[config.mk]
export PLATFORM = sky130hd
export DESIGN_NAME = bist_err_mon
export DESIGN_NICKNAME = d
export VERILOG_FILES = /design/src/rtl/bist_mon_pkg.sv /design/src/rtl/sat_counter.sv /design/src/rtl/bist_mode_fsm.sv /design/src/rtl/zero_word_check.sv /design/src/rtl/bist_err_mon.sv
export SDC_FILE = /design/constraint.sdc
export NUM_CORES = 1
export LEC_CHECK = 0
export BUFFER_PORTS_ARGS = -buffer_cell sky130_fd_sc_hd__buf_4
export CELL_PAD_IN_SITES_DETAIL_PLACEMENT = 1
export CELL_PAD_IN_SITES_GLOBAL_PLACEMENT = 1
export CORE_MARGIN = 2
export CORE_UTILIZATION = 32
export CTS_BUF_LIST = sky130_fd_sc_hd__clkbuf_16
export DETAILED_ROUTE_END_ITERATION = 6
export PLACE_DENSITY_LB_ADDON = 0.1
export SYNTH_ARGS = -nofsm -noshare
export SYNTH_HDL_FRONTEND = slang
export SYNTH_SLANG_ARGS = --single-unit
[constraint.sdc]
create_clock -name clk -period 1.4 [get_ports clk]
set_input_delay 0.28 -clock clk [delete_from_list [all_inputs] [get_ports clk]]
set_output_delay 0.28 -clock clk [all_outputs]
set_load 0.01 [all_outputs]
[src/rtl/bist_mon_pkg.sv]
package bist_mon_pkg;

    typedef enum logic [1:0] {
        ST_FUNC  = 2'd0,
        ST_SEEK  = 2'd1,
        ST_CHECK = 2'd2
    } mon_state_t;

endpackage

[src/rtl/sat_counter.sv]
module sat_counter #(
    parameter int W = 8
) (
    input  logic         clk,
    input  logic         rst_n,
    input  logic         clr,
    input  logic         inc,
    output logic [W-1:0] count
);

    localparam logic [W-1:0] CMAX = '1;

    always_ff @(posedge clk) begin
        if (!rst_n) begin
            count <= '0;
        end else if (clr) begin
            count <= '0;
        end else if (inc && (count != CMAX)) begin
            count <= count + 1'b1;
        end
    end

    AST_NO_OVERFLOW: assert property (@(posedge clk) disable iff (!rst_n)
        (count == CMAX) && inc && !clr |=> count == CMAX);

    AST_CLR_WINS: assert property (@(posedge clk) disable iff (!rst_n)
        clr |=> count == '0);

endmodule

[src/rtl/bist_mode_fsm.sv]
module bist_mode_fsm
    import bist_mon_pkg::*;
(
    input  logic       clk,
    input  logic       rst_n,
    input  logic       test_en,
    input  logic       rx_lock,
    output mon_state_t state,
    output logic       entry,
    output logic       check_on
);

    mon_state_t state_nx;

    always_comb begin
        state_nx = state;
        unique case (state)
            ST_FUNC: begin
                if (test_en) state_nx = rx_lock ? ST_CHECK : ST_SEEK;   // T_ENTER
            end
            ST_SEEK: begin
                if (!test_en)    state_nx = ST_FUNC;                    // T_EXIT
                else if (rx_lock) state_nx = ST_CHECK;                  // T_LOCK
            end
            ST_CHECK: begin
                if (!test_en)     state_nx = ST_FUNC;                   // T_EXIT
                else if (!rx_lock) state_nx = ST_SEEK;                  // T_UNLOCK
            end
            default: state_nx = ST_FUNC;
        endcase
    end

    always_ff @(posedge clk) begin
        if (!rst_n) state <= ST_FUNC;
        else        state <= state_nx;
    end

    always_comb begin
        entry    = test_en && (state == ST_FUNC);
        check_on = test_en && rx_lock && (state == ST_CHECK);
    end

    AST_EXIT_TO_FUNC: assert property (@(posedge clk) disable iff (!rst_n)
        !test_en |=> state == ST_FUNC);

    AST_SEEK_FIRST: assert property (@(posedge clk) disable iff (!rst_n)
        entry && !rx_lock |=> state == ST_SEEK);

endmodule

[src/rtl/zero_word_check.sv]
module zero_word_check #(
    parameter int DATA_W = 16
) (
    input  logic              clk,
    input  logic              rst_n,
    input  logic              check_on,
    input  logic              rx_valid,
    input  logic [DATA_W-1:0] rx_data,
    output logic              word_err,
    output logic              pass
);

    always_comb word_err = check_on && rx_valid && (|rx_data);

    always_ff @(posedge clk) begin
        if (!rst_n) begin
            pass <= 1'b1;
        end else if (!check_on) begin
            pass <= 1'b1;
        end else if (rx_valid) begin
            pass <= ~(|rx_data);
        end
    end

    AST_PASS_IDLE: assert property (@(posedge clk) disable iff (!rst_n)
        !check_on |=> pass);

    AST_ERR_DROPS_PASS: assert property (@(posedge clk) disable iff (!rst_n)
        word_err |=> !pass);

endmodule

[src/rtl/bist_err_mon.sv]
module bist_err_mon
    import bist_mon_pkg::*;
#(
    parameter int DATA_W    = 16,
    parameter int PAY_CNT_W = 8,
    parameter int CRC_CNT_W = 8
) (
    input  logic                 clk,
    input  logic                 rst_n,
    input  logic                 test_en,
    input  logic                 rx_lock,
    input  logic                 rx_valid,
    input  logic [DATA_W-1:0]    rx_data,
    input  logic                 link_det,
    input  logic                 crc_err,
    input  logic                 sw_clr,
    output logic                 pass,
    output logic [PAY_CNT_W-1:0] pay_err_cnt,
    output logic [CRC_CNT_W-1:0] bist_crc_cnt,
    output logic [CRC_CNT_W-1:0] func_crc_cnt
);

    localparam int N_CRC = 2;   // index 0: test-mode counter, index 1: functional

    mon_state_t state;
    logic       entry;
    logic       check_on;
    logic       word_err;
    logic       cnt_clr;
    logic       crc_hit;
    logic [N_CRC-1:0]     crc_inc;
    logic [CRC_CNT_W-1:0] crc_cnt [N_CRC];

    bist_mode_fsm u_fsm (
        .clk      (clk),
        .rst_n    (rst_n),
        .test_en  (test_en),
        .rx_lock  (rx_lock),
        .state    (state),
        .entry    (entry),
        .check_on (check_on)
    );

    zero_word_check #(.DATA_W(DATA_W)) u_chk (
        .clk      (clk),
        .rst_n    (rst_n),
        .check_on (check_on),
        .rx_valid (rx_valid),
        .rx_data  (rx_data),
        .word_err (word_err),
        .pass     (pass)
    );

    always_comb begin
        cnt_clr    = entry || sw_clr;
        crc_hit    = crc_err && link_det;
        crc_inc[0] = crc_hit && test_en;
        crc_inc[1] = crc_hit;
    end

    sat_counter #(.W(PAY_CNT_W)) u_pay_cnt (
        .clk   (clk),
        .rst_n (rst_n),
        .clr   (cnt_clr),
        .inc   (word_err),
        .count (pay_err_cnt)
    );

    for (genvar g = 0; g < N_CRC; g++) begin : g_crc
        sat_counter #(.W(CRC_CNT_W)) u_crc_cnt (
            .clk   (clk),
            .rst_n (rst_n),
            .clr   (cnt_clr),
            .inc   (crc_inc[g]),
            .count (crc_cnt[g])
        );
    end

    assign bist_crc_cnt = crc_cnt[0];
    assign func_crc_cnt = crc_cnt[1];

    AST_ENTRY_CLEARS: assert property (@(posedge clk) disable iff (!rst_n)
        entry |=> (pay_err_cnt == '0) && (bist_crc_cnt == '0) && (func_crc_cnt == '0));

    AST_CRC_GATED: assert property (@(posedge clk) disable iff (!rst_n)
        !link_det && !entry && !sw_clr |=> $stable(bist_crc_cnt) && $stable(func_crc_cnt));

    AST_HOLD_AFTER_EXIT: assert property (@(posedge clk) disable iff (!rst_n)
        !test_en && !sw_clr |=> $stable(bist_crc_cnt) && $stable(pay_err_cnt));

    AST_NO_CHECK_UNLOCKED: assert property (@(posedge clk) disable iff (!rst_n)
        !rx_lock && !entry && !sw_clr |=> $stable(pay_err_cnt));

endmodule

# == Word level (Yosys, flattened, before mapping) ==
# Cells that the tools add are included.
# classes
n_reduce_logical,16
n_eq_ne,8
div,0
magnitude_cmp,0
mul,0
muxes,7
bitwise_logic,2
n_addsub,3
shifts,0
# op_table
op,count
8-bit by 1-bit adder with 8-bit output (second input constant),3
8-bit inequality test (second input constant),3
16-bit OR reduction,1
2-bit 2-to-1 mux,6
1-bit logical AND,10
3-bit inequality test (second input constant),2
2-bit case mux with 3 select lines,1
3-bit AND reduction,1
2-bit by 1-bit == test with 1-bit output (second input constant),1
2-bit == test (second input constant),1
2-bit logical NOT,1
2-bit inequality test (second input constant),1
1-bit NOT,2
2-bit AND reduction,1
2-bit OR reduction,1
1-bit logical OR,1
# totals
latchBits,0
romBits,0
ramBits,0
word_cells,41
regBits,27
in_bits,24
n_memories,0

# == Longest topological paths before layout ==
# Gate-level depths: netlist of run 1.
# logic_depth
depth_word,5
ltp_mapped,5
depth_no_buf,5

# == Cells and area by module ==
# Synthesis of run 1 repeated with hierarchy kept, for this count alone.
# unflattened
cells_unflattened,159
area_unflattened_um2,1447.6
# by_module_without_submodules
module,area_per_inst_um2,instances,cells_each,seq_area_each_um2
sat_counter,421.7,3,46,160.2
bist_mode_fsm,90.1,1,8,40.0
zero_word_check,73.8,1,10,20.0
bist_err_mon,18.8,1,3,0.0

# == Worst setup path after synthesis of run 1 ==
# OpenSTA, ideal clock, no wires.
# synth_path
path_kind,reg2reg
from,reg g_crc[1].u_crc_cnt.count[0]
to,reg g_crc[1].u_crc_cnt.count[7]
setup_ns,0.070
stages_incl_launch_ff,6
path_buffers,0
setup_slack_ns,-0.041
required_ns,1.330
t_arrival_ns,1.372
cell_sequence,dfxtp_1 ha_1 nand3_1 o2111ai_2 or3_1 a21oi_1
# synth_between
elab_chain_len,2
elab_cells_between_ends,3
# synth_rtl
item,line_no,text
"start, declared",sat_counter.sv:8,output logic [W-1:0] count
"start signal, assigned",sat_counter.sv:19,count <= count + 1'b1;
branches (longest 2 deep; another with 8-bit by 1-bit adder with 8-bit output),n/a,
# Several ways; the timed one is not identified.
# A chain may end at the register's enable or synchronous reset.

# == Worst setup path after layout of run 1 ==
# layout_path
from,reg g_crc[1].u_crc_cnt.count[1]
to,reg g_crc[1].u_crc_cnt.count[6]
# The elaborated chain is that of the path after synthesis.

==> summary.md, run 1 <==
| Metric | Value |
|---|---|
| Worst-Margin Slew | ~0.33 ns |
| RSZ-0062 raised after global routing | yes |
| I/O pin cnt | 49 |
| Cell class contributing the biggest share of worst-path delay | simple AND/OR/NAND/NOR gates |
| DR DRC count | 0 |
| DRT Pass-1 Iters | 4 |
| Clock sinks | 27 |
| Vias per inst | 5.43 |
| Worst-Skew Late Latency | 0.26 ns |
| Leak Pwr | 0.896 nW |
| Max-slew violation count | 0 |
| Final instance area | 0.00221 mm^2 |
| 1st-iter DRT viols | 116 |
| Post-synth top area share | about two fifths |
| Die Ht | 70.6 um |
| Max frequency | 738 MHz |
| Die area | about 0.0050 mm^2 |
| IO Port Bufs | 48 |
| Main combinational cell family by area after synthesis | simple AND/OR/NAND/NOR gates |
| Global-route wire length before repair | 7.12 mm |
| Worst Reg-to-Reg Cells | 4 |
| GR Util met1 | 20.6% |
| Part of the cycle the worst path needs | between 90% and 100% |
| Met3 Usage GRT | 2.56% |
| FF+latch count, synth | 27 |
| Netlist Area Pre-Place | approximately 0.0014 mm^2 |
| Sequential share of the synthesized area | between 30% and 40% |
| Final Hold Viols | 0 |
| GRT Total Usage | 17.7% |
| Post-DRT Antenna Nets | 0 |
| Worst EP required | 1.60 ns |
| Max-Slew Margin vs Limit | 77.7% |
| Max Root-Sink Buffers | 2 |
| Core area | 0.00432 mm^2 |
| Via Count | about 1,500 |
| Post-layout util | 51.1% |
| Hold Buf Count CTS | 0 |
| Simple-Gate Fraction of Synth Area | 30.2% |
| Cell Rows | 24 |
| Startpoint types | flop |
| Largest cells by area after synthesis | dfxtp_1 (38%), mux2i_1 (4.2%), nor4_2 (3.5%) |
| Ys Warns | 0 |
| Buffers and inverters on the worst path | 0 |
| Skew final | 0.00378 ns |
| H-tree levels | 1 |
| Worst path slowest cell | or4_4 |
| Post-synthesis mux area share | 4.23% |
| Critical-path maximum fanout | 5 |
| Top-count cell post-synth | dfxtp_1 |
| Critical Path AT | 1.56 ns |
| RD Place Congestion | 0.822 |
| Detailed-route wire length | approximately 4.7 mm |
| Final cell count without fillers | between 200 and 300 |
| CTS tree | done |
| Critical path class | flop to flop |
| Mapped Cells | 157 |
| Hold path cells | 2 |
| Top Usage Layer GRT | met2 |
| Hpwl dp | about 3.4 mm |
| Outcome | finished, final reports clean |
| Maximum Capacitance Violations | 0 |
| Post-synthesis compound-gate area fraction | 18.5% |
| Worst reg2reg setup slack | 0.05 ns |
| Fraction of the mapped netlist area in adder cells | 2.65% |
| Initial antenna violation count | 0 |
| Hold Crit Class | primary input to flop |
| Post-route minimum period | 1.35 ns |
| Worst hold endpoint | u_fsm.state[0] |
| Hold_sp | rx_lock |
| Wire length per cell | 16.8 um |
| Cell Pwr Density | 723 mW/mm^2 |
| Worst-path clk slew | about 0.070 ns |
| Initial core utilization | around 33% |
| Critical Path End Type | flop |
| # diodes | 0 |
| Clock Tree Root | clkbuf_16 |
| Crit path largest cell delay | 0.51 ns |
| Global-route met2 utilization | 33.4% |
| Number of flops mapped to enable cells by yosys | 0 |
| GR Overflow Total | 0 |
| Placed insts | around 280 |
| Async set-reset flop share out of synthesis | 0% |
| Placed cell areas | 0.00199 mm^2 |
| Yosys top cell by area | dfxtp_1 |
| Vias in the first global route | 1,541 |
| Largest net degree at the start of global routing | 17 |
| Layout area overhead | 55.8% |
| Mapped Avg Cell Area | 9.04 um^2 |
| Worst path cell trace | ha_4 > nand3_4 > or4_4 > a21oi_2 |
| Fin nets | between 200 and 300 |
| Ratio of cells with drive above 1 in the final layout | 51.1% |
| Maximum VDD drop | 0.402 mV |
| R2r endpoint | g_crc[1].u_crc_cnt.count[6] |
| Final setup fails | 0 |
| Syn nets | 184 |
| Count of cell types in the netlist | between 40 and 50 |
| XOR/XNOR Fraction of Synth Area | 3.70% |
| Cts bufs inserted | 3 |
| Ys flop type | dfxtp_1 |
| Die Wd | 70.6 um |
| R2R Path Start | g_crc[1].u_crc_cnt.count[1] |
| Commonest cells post-synth | dfxtp_1 (27), nand2_1 (13), nor2_1 (13), a21oi_1 (9), nand3_1 (9) |
[where the power goes]
part / switching (W) / internal (W)
combinational: 0.0000611 / 0.0000786
sequential: 0.00000413 / 0.000769
clock: 0.000295 / 0.000389
[final cells by class]
cell class              instances  area (um^2)
clock buffers                   3         75.1
clock inverters                 1         7.51
fillers                       495         2110
inverters                       2         7.51
multi-input cells             123          951
flip-flops and latches         27          553
well taps                      52         65.1
repair buffers                 73          552
[layout by cell type (no fill, tap or decap), drive strengths merged, types with 3 or more instances in the layout]
cell type	count
nand4	8
xor2	5
nor2	13
a211oi	4
nand3	9
a21oi	9
clkbuf	3
ha	3
or3	7
nor3b	3
buf	73
o211ai	3
nand2	13
o21ai	6
a31oi	5
and3	7
nor4	4
mux2i	6
dfxtp	27
[per-layer routing]
metal	vias to the layer above	part of all wire, %
li1	737	-
met1	737	41
met2	43	54
met3	9	3.8
met4	0	1.3
met5	-	0
[flip-flops by register name (all words and copies together) (netlist names)]
register and count:
u_pay_cnt.count 8, g_crc.u_crc_cnt.count 16, u_chk.pass 1, u_fsm.state 2
[worst max-delay path by stage]
| stage | slack (ns) | cells after the start | to | from |
|---|---|---|---|---|
| floorplan | 0.002 | 5 | g_crc[1].u_crc_cnt.count[7] | g_crc[1].u_crc_cnt.count[0] |
| global placement | -0.09 | 5 | u_pay_cnt.count[7] | rx_data[10] |
| detailed placement | -0.19 | 5 | u_pay_cnt.count[7] | rx_data[10] |
| CTS | 0.003 | 4 | u_pay_cnt.count[7] | u_pay_cnt.count[1] |
| global route | -0.006 | 4 | g_crc[1].u_crc_cnt.count[6] | g_crc[1].u_crc_cnt.count[1] |
| finish | 0.05 | 4 | g_crc[1].u_crc_cnt.count[6] | g_crc[1].u_crc_cnt.count[1] |
[what timing repair did]
| item | in CTS | in global routing |
|---|---|---|
| pin swaps | 2 | 6 |
| buffers inserted | 0 | 2 |
| gates resized for setup | 10 | 22 |
| setup endpoints to repair | 7 | 21 |
[cells by family after synthesis]
kind of cell	count (synthesis)
AOI/OAI and AO/OA	35
xor gates and xnor gates	6
adders and majority gates	3
buffers and inverters	7
DFF	27
muxes	6
and+or+nand+nor	73
[per-stage QoR]
| step | setup WS, ns | setup TNS, ns | power (W) | hold WS (ns) |
|---|---|---|---|---|
| global placement | -0.0892 | -0.558 | 0.000921 | 0.468 |
| finish | 0.0453 | 0 | 0.00160 | 0.203 |
| global route | -0.00645 | -0.00932 | 0.00165 | 0.211 |
| CTS | 0.00274 | 0 | 0.00161 | 0.201 |
| detailed placement | -0.185 | -1.12 | 0.000925 | 0.481 |
| floorplan | 0.00238 | 0 | 0.000838 | 0.357 |
Note: power is estimated with default switching activity, not from simulation.
==> run 2: changes to the inputs <==
--- a/config.mk
+++ b/config.mk
@@ -9,10 +9,11 @@
 export CELL_PAD_IN_SITES_DETAIL_PLACEMENT = 1
 export CELL_PAD_IN_SITES_GLOBAL_PLACEMENT = 1
 export CORE_MARGIN = 2
-export CORE_UTILIZATION = 32
+export CORE_UTILIZATION = 33
 export CTS_BUF_LIST = sky130_fd_sc_hd__clkbuf_16
 export DETAILED_ROUTE_END_ITERATION = 6
 export PLACE_DENSITY_LB_ADDON = 0.1
 export SYNTH_ARGS = -nofsm -noshare
 export SYNTH_HDL_FRONTEND = slang
+export SYNTH_HIERARCHICAL = 1
 export SYNTH_SLANG_ARGS = --single-unit
==> summary.md, run 2 <==
| Metric | Value |
|---|---|
| Largest Register | g_crc.u_crc_cnt/count (was g_crc.u_crc_cnt.count) |
| Final instance area | 0.00218 mm^2 (was 0.00221 mm^2) |
| Ratio of cells with drive above 1 in the final layout | 44.9% (was 51.1%) |
| Maximum Capacitance Violations | 0 (unchanged) |
| Commonest non-fill, non-tap cell in the layout | buf_4 (unchanged) |
| Vias per inst | 5.48 (was 5.43) |
| 1st-iter DRT viols | 26 (was 116) |
| Post-DRT Antenna Nets | 0 (unchanged) |
| Max frequency | 722 MHz (was 738 MHz) |
| Met3 Usage GRT | 2.60% (was 2.56%) |
| CTS tree | done (unchanged) |
| Hold path cells | 2 (unchanged) |
| Core area | 0.00429 mm^2 (was 0.00432 mm^2) |
| Hpwl dp | 3.16 mm (was 3.39 mm) |
| Worst hold endpoint | u_chk/pass (was u_fsm.state[0]) |
| Part of the cycle the worst path needs | 99.0% (was 96.8%) |
| Startpoint types | flop (unchanged) |
| IO Port Bufs | 48 (unchanged) |
| Critical path class | flop to flop (unchanged) |
| Worst-Skew Late Latency | 0.26 ns (about the same) |
| DR DRC count | 0 (unchanged) |
| Cts bufs inserted | 3 (unchanged) |
| Yosys top cell by area | dfxtp_1 (unchanged) |
| I/O pin cnt | 49 (unchanged) |
| Largest regs | g_crc.u_crc_cnt/count x16, u_pay_cnt/count x8, u_fsm/state x2 (was g_crc.u_crc_cnt.count x16, u_pay_cnt.count x8, u_fsm.state x2) |
| Worst reg2reg setup slack | 0.01 ns (was 0.05 ns) |
| Worst-Margin Slew | 0.329 ns (was 0.334 ns) |
| Post-synth top area share | 37.3% (was 38.1%) |
| R2r endpoint | u_pay_cnt/count[0] (was g_crc[1].u_crc_cnt.count[6]) |
| Max-Slew Margin vs Limit | 78.1% (was 77.7%) |
| Layout area overhead | 50.9% (was 55.8%) |
| Number of flops mapped to enable cells by yosys | 0 (unchanged) |
| Global-route wire length before repair | 7.02 mm (was 7.12 mm) |
| Max Root-Sink Buffers | 2 (unchanged) |
| Cell Pwr Density | 721 mW/mm^2 (was 723 mW/mm^2) |
| Fin nets | 255 (was 257) |
| Detailed-route wire length | 4.24 mm (was 4.73 mm) |
| GR Util met1 | 19.4% (was 20.6%) |
| Wire length per cell | 15.2 um (was 16.8 um) |
| Initial core utilization | 33.7% (was 32.8%) |
| Die area | 0.00493 mm^2 (was 0.00498 mm^2) |
| Die Ht | 70.2 um (was 70.6 um) |
| Final Hold Viols | 0 (unchanged) |
| Syn nets | 186 (was 184) |
| Critical Path AT | 1.57 ns (was 1.56 ns) |
| Sequential share of the synthesized area | 37.3% (was 38.1%) |
| Critical Path End Type | flop (unchanged) |
| Largest cells by area after synthesis | dfxtp_1 (37%), and4_1 (7.3%), mux2i_1 (6.2%) (was dfxtp_1 (38%), mux2i_1 (4.2%), nor4_2 (3.5%)) |
| R2R Path Start | u_fsm/state[0] (was g_crc[1].u_crc_cnt.count[1]) |
| Placed cell areas | 0.00197 mm^2 (was 0.00199 mm^2) |
| RSZ-0062 raised after global routing | yes (unchanged) |
| Mapped Avg Cell Area | 9.10 um^2 (was 9.04 um^2) |
| Hold Crit Class | primary input to flop (unchanged) |
| Placed insts | 269 (was 275) |
| FF+latch count, synth | 27 (unchanged) |
| Ys flop type | dfxtp_1 (unchanged) |
| Skew final | 0.00286 ns (was 0.00378 ns) |
| Final cell count without fillers | 279 (was 281) |
| Post-route minimum period | 1.39 ns (was 1.35 ns) |
| Vias in the first global route | 1,583 (was 1,541) |
| Top-count cell post-synth | dfxtp_1 (unchanged) |
| Top Usage Layer GRT | met2 (unchanged) |
| RD Place Congestion | 0.779 (was 0.822) |
| Worst EP required | 1.58 ns (was 1.60 ns) |
| GR Overflow Total | 0 (unchanged) |
| Max-slew violation count | 0 (unchanged) |
| Netlist Area Pre-Place | 0.00145 mm^2 (was 0.00142 mm^2) |
| Final setup fails | 0 (unchanged) |
| Outcome | finished, final reports clean (unchanged) |
| Hold_sp | rst_n (was rx_lock) |
| H-tree levels | 1 (unchanged) |
| DRT Pass-1 Iters | 4 (unchanged) |
| Max reg flops | 16 (unchanged) |
| Count of cell types in the netlist | 26 (was 44) |
| Largest net degree at the start of global routing | 15 (was 17) |
| Clock sinks | 27 (unchanged) |
| # diodes | 0 (unchanged) |
| Mapped Cells | 159 (was 157) |
| GRT Total Usage | 17.2% (was 17.7%) |
| Async set-reset flop share out of synthesis | 0% (unchanged) |
| Clock Tree Root | clkbuf_16 (unchanged) |
| Global-route met2 utilization | 32.5% (was 33.4%) |
| Critical-path maximum fanout | 5 (unchanged) |
| Commonest non-fill, non-tap cells in the layout | buf_4 (63), dfxtp_1 (24), nand2_1 (16), a21oi_1 (12) (was buf_4 (72), dfxtp_1 (19), nand2_1 (13), nor2_1 (13), a21oi_1 (8)) |
| Worst-path clk slew | 0.07 ns (about the same) |
| Die Wd | 70.2 um (was 70.6 um) |
| Hold Buf Count CTS | 0 (unchanged) |
| Leak Pwr | 0.884 nW (was 0.896 nW) |
| Cell Rows | 24 (unchanged) |
| Initial antenna violation count | 0 (unchanged) |
| Commonest cells post-synth | dfxtp_1 (27), nand2_1 (17), a21oi_1 (15), and4_1 (12) (was dfxtp_1 (27), nand2_1 (13), nor2_1 (13), a21oi_1 (9), nand3_1 (9)) |
| Maximum VDD drop | 0.402 mV (about the same) |
| Overall Power | 0.00158 W (was 0.00160 W) |
| Ys Warns | 6 (was 0) |
| Worst Reg-to-Reg Cells | 5 (was 4) |
| Via Count | 1,529 (was 1,526) |
## run 2: changes by cell type in the layout (fill, tap and decap cells not counted), moves of 7 or more
cell	before	now
buf_4	72	63
nor2_1	13	0
nand2b_1	1	9
nor2b_1	0	8
and4_1	0	9
or3_1	7	0
## run 2: worst max-delay path by stage
stage | startpoint | to | slack [ns]
3_5_place_dp | rx_data[12] | u_pay_cnt/count[6] | -0.35
4_1_cts | rx_data[12] | u_pay_cnt/count[6] | 0.003
2_1_floorplan | rx_data[3] | u_pay_cnt/count[6] | 0.001
5_1_grt | u_fsm/state[0] | u_pay_cnt/count[5] | -0.11
3_3_place_gp | rx_data[3] | u_pay_cnt/count[6] | -0.19
6_report | u_fsm/state[0] | u_pay_cnt/count[0] | 0.01
## run 2: stage by stage
stage	setup WS (ns)	setup TNS [ns]	hold slack, ns	util [%]
finish	0.0142	0	0.259	50.9
global route	-0.106	-0.578	0.256	50.9
CTS	0.00332	0	0.256	49.1
detailed placement	-0.346	-1.60	0.480	45.9
global placement	-0.192	-0.757	0.475	45.9
floorplan	0.00147	0	0.353	-
## run 2: layout make-up
type	count	area (um^2)
clock buffers	3	75.1
multi-input cells	130	1000
fillers	511	2110
repair buffers	64	484
well taps	52	65.1
inverters	2	7.51
clock inverters	1	3.75
flip-flops and latches	27	544
## run 2: cell families after synthesis
group,count (synthesis),share of synthesized area (%)
and+or+nand+nor,79,34.4
muxes,9,6.22
buffers and inverters,2,0.519
DFF,27,37.3
adders and majority gates,3,2.59
AOI/OAI and AO/OA,39,18.9
## run 2: metal layers
metal	share of wire [%]	wire, um
met2	53	2250
met5	0	0
met1	42	1800
met4	1.5	65
met3	3.0	129
## run 2: what timing repair did
item / CTS / global route
setup endpoints to repair: 4 / 18
gates resized for setup: 5 / 23
setup buffers: 4 / 2
hold endpoints to repair: 0 / 0
pin swaps: 4 / 7
## run 2: critical path, stage by stage (launching register included)
cell and delay [ns]:
dfxtp_2 0.32, and4b_1 0.25, and3_4 0.21, buf_4 0.12
a21boi_4 0.18, mux2i_1 0.23
## run 2: power breakdown
group / switching [W] / internal, W / leakage [nW]
registers: 0.00000217 / 0.000772 / 0.219
clock network: 0.000267 / 0.000383 / 0.0423
logic: 0.0000682 / 0.0000833 / 0.623
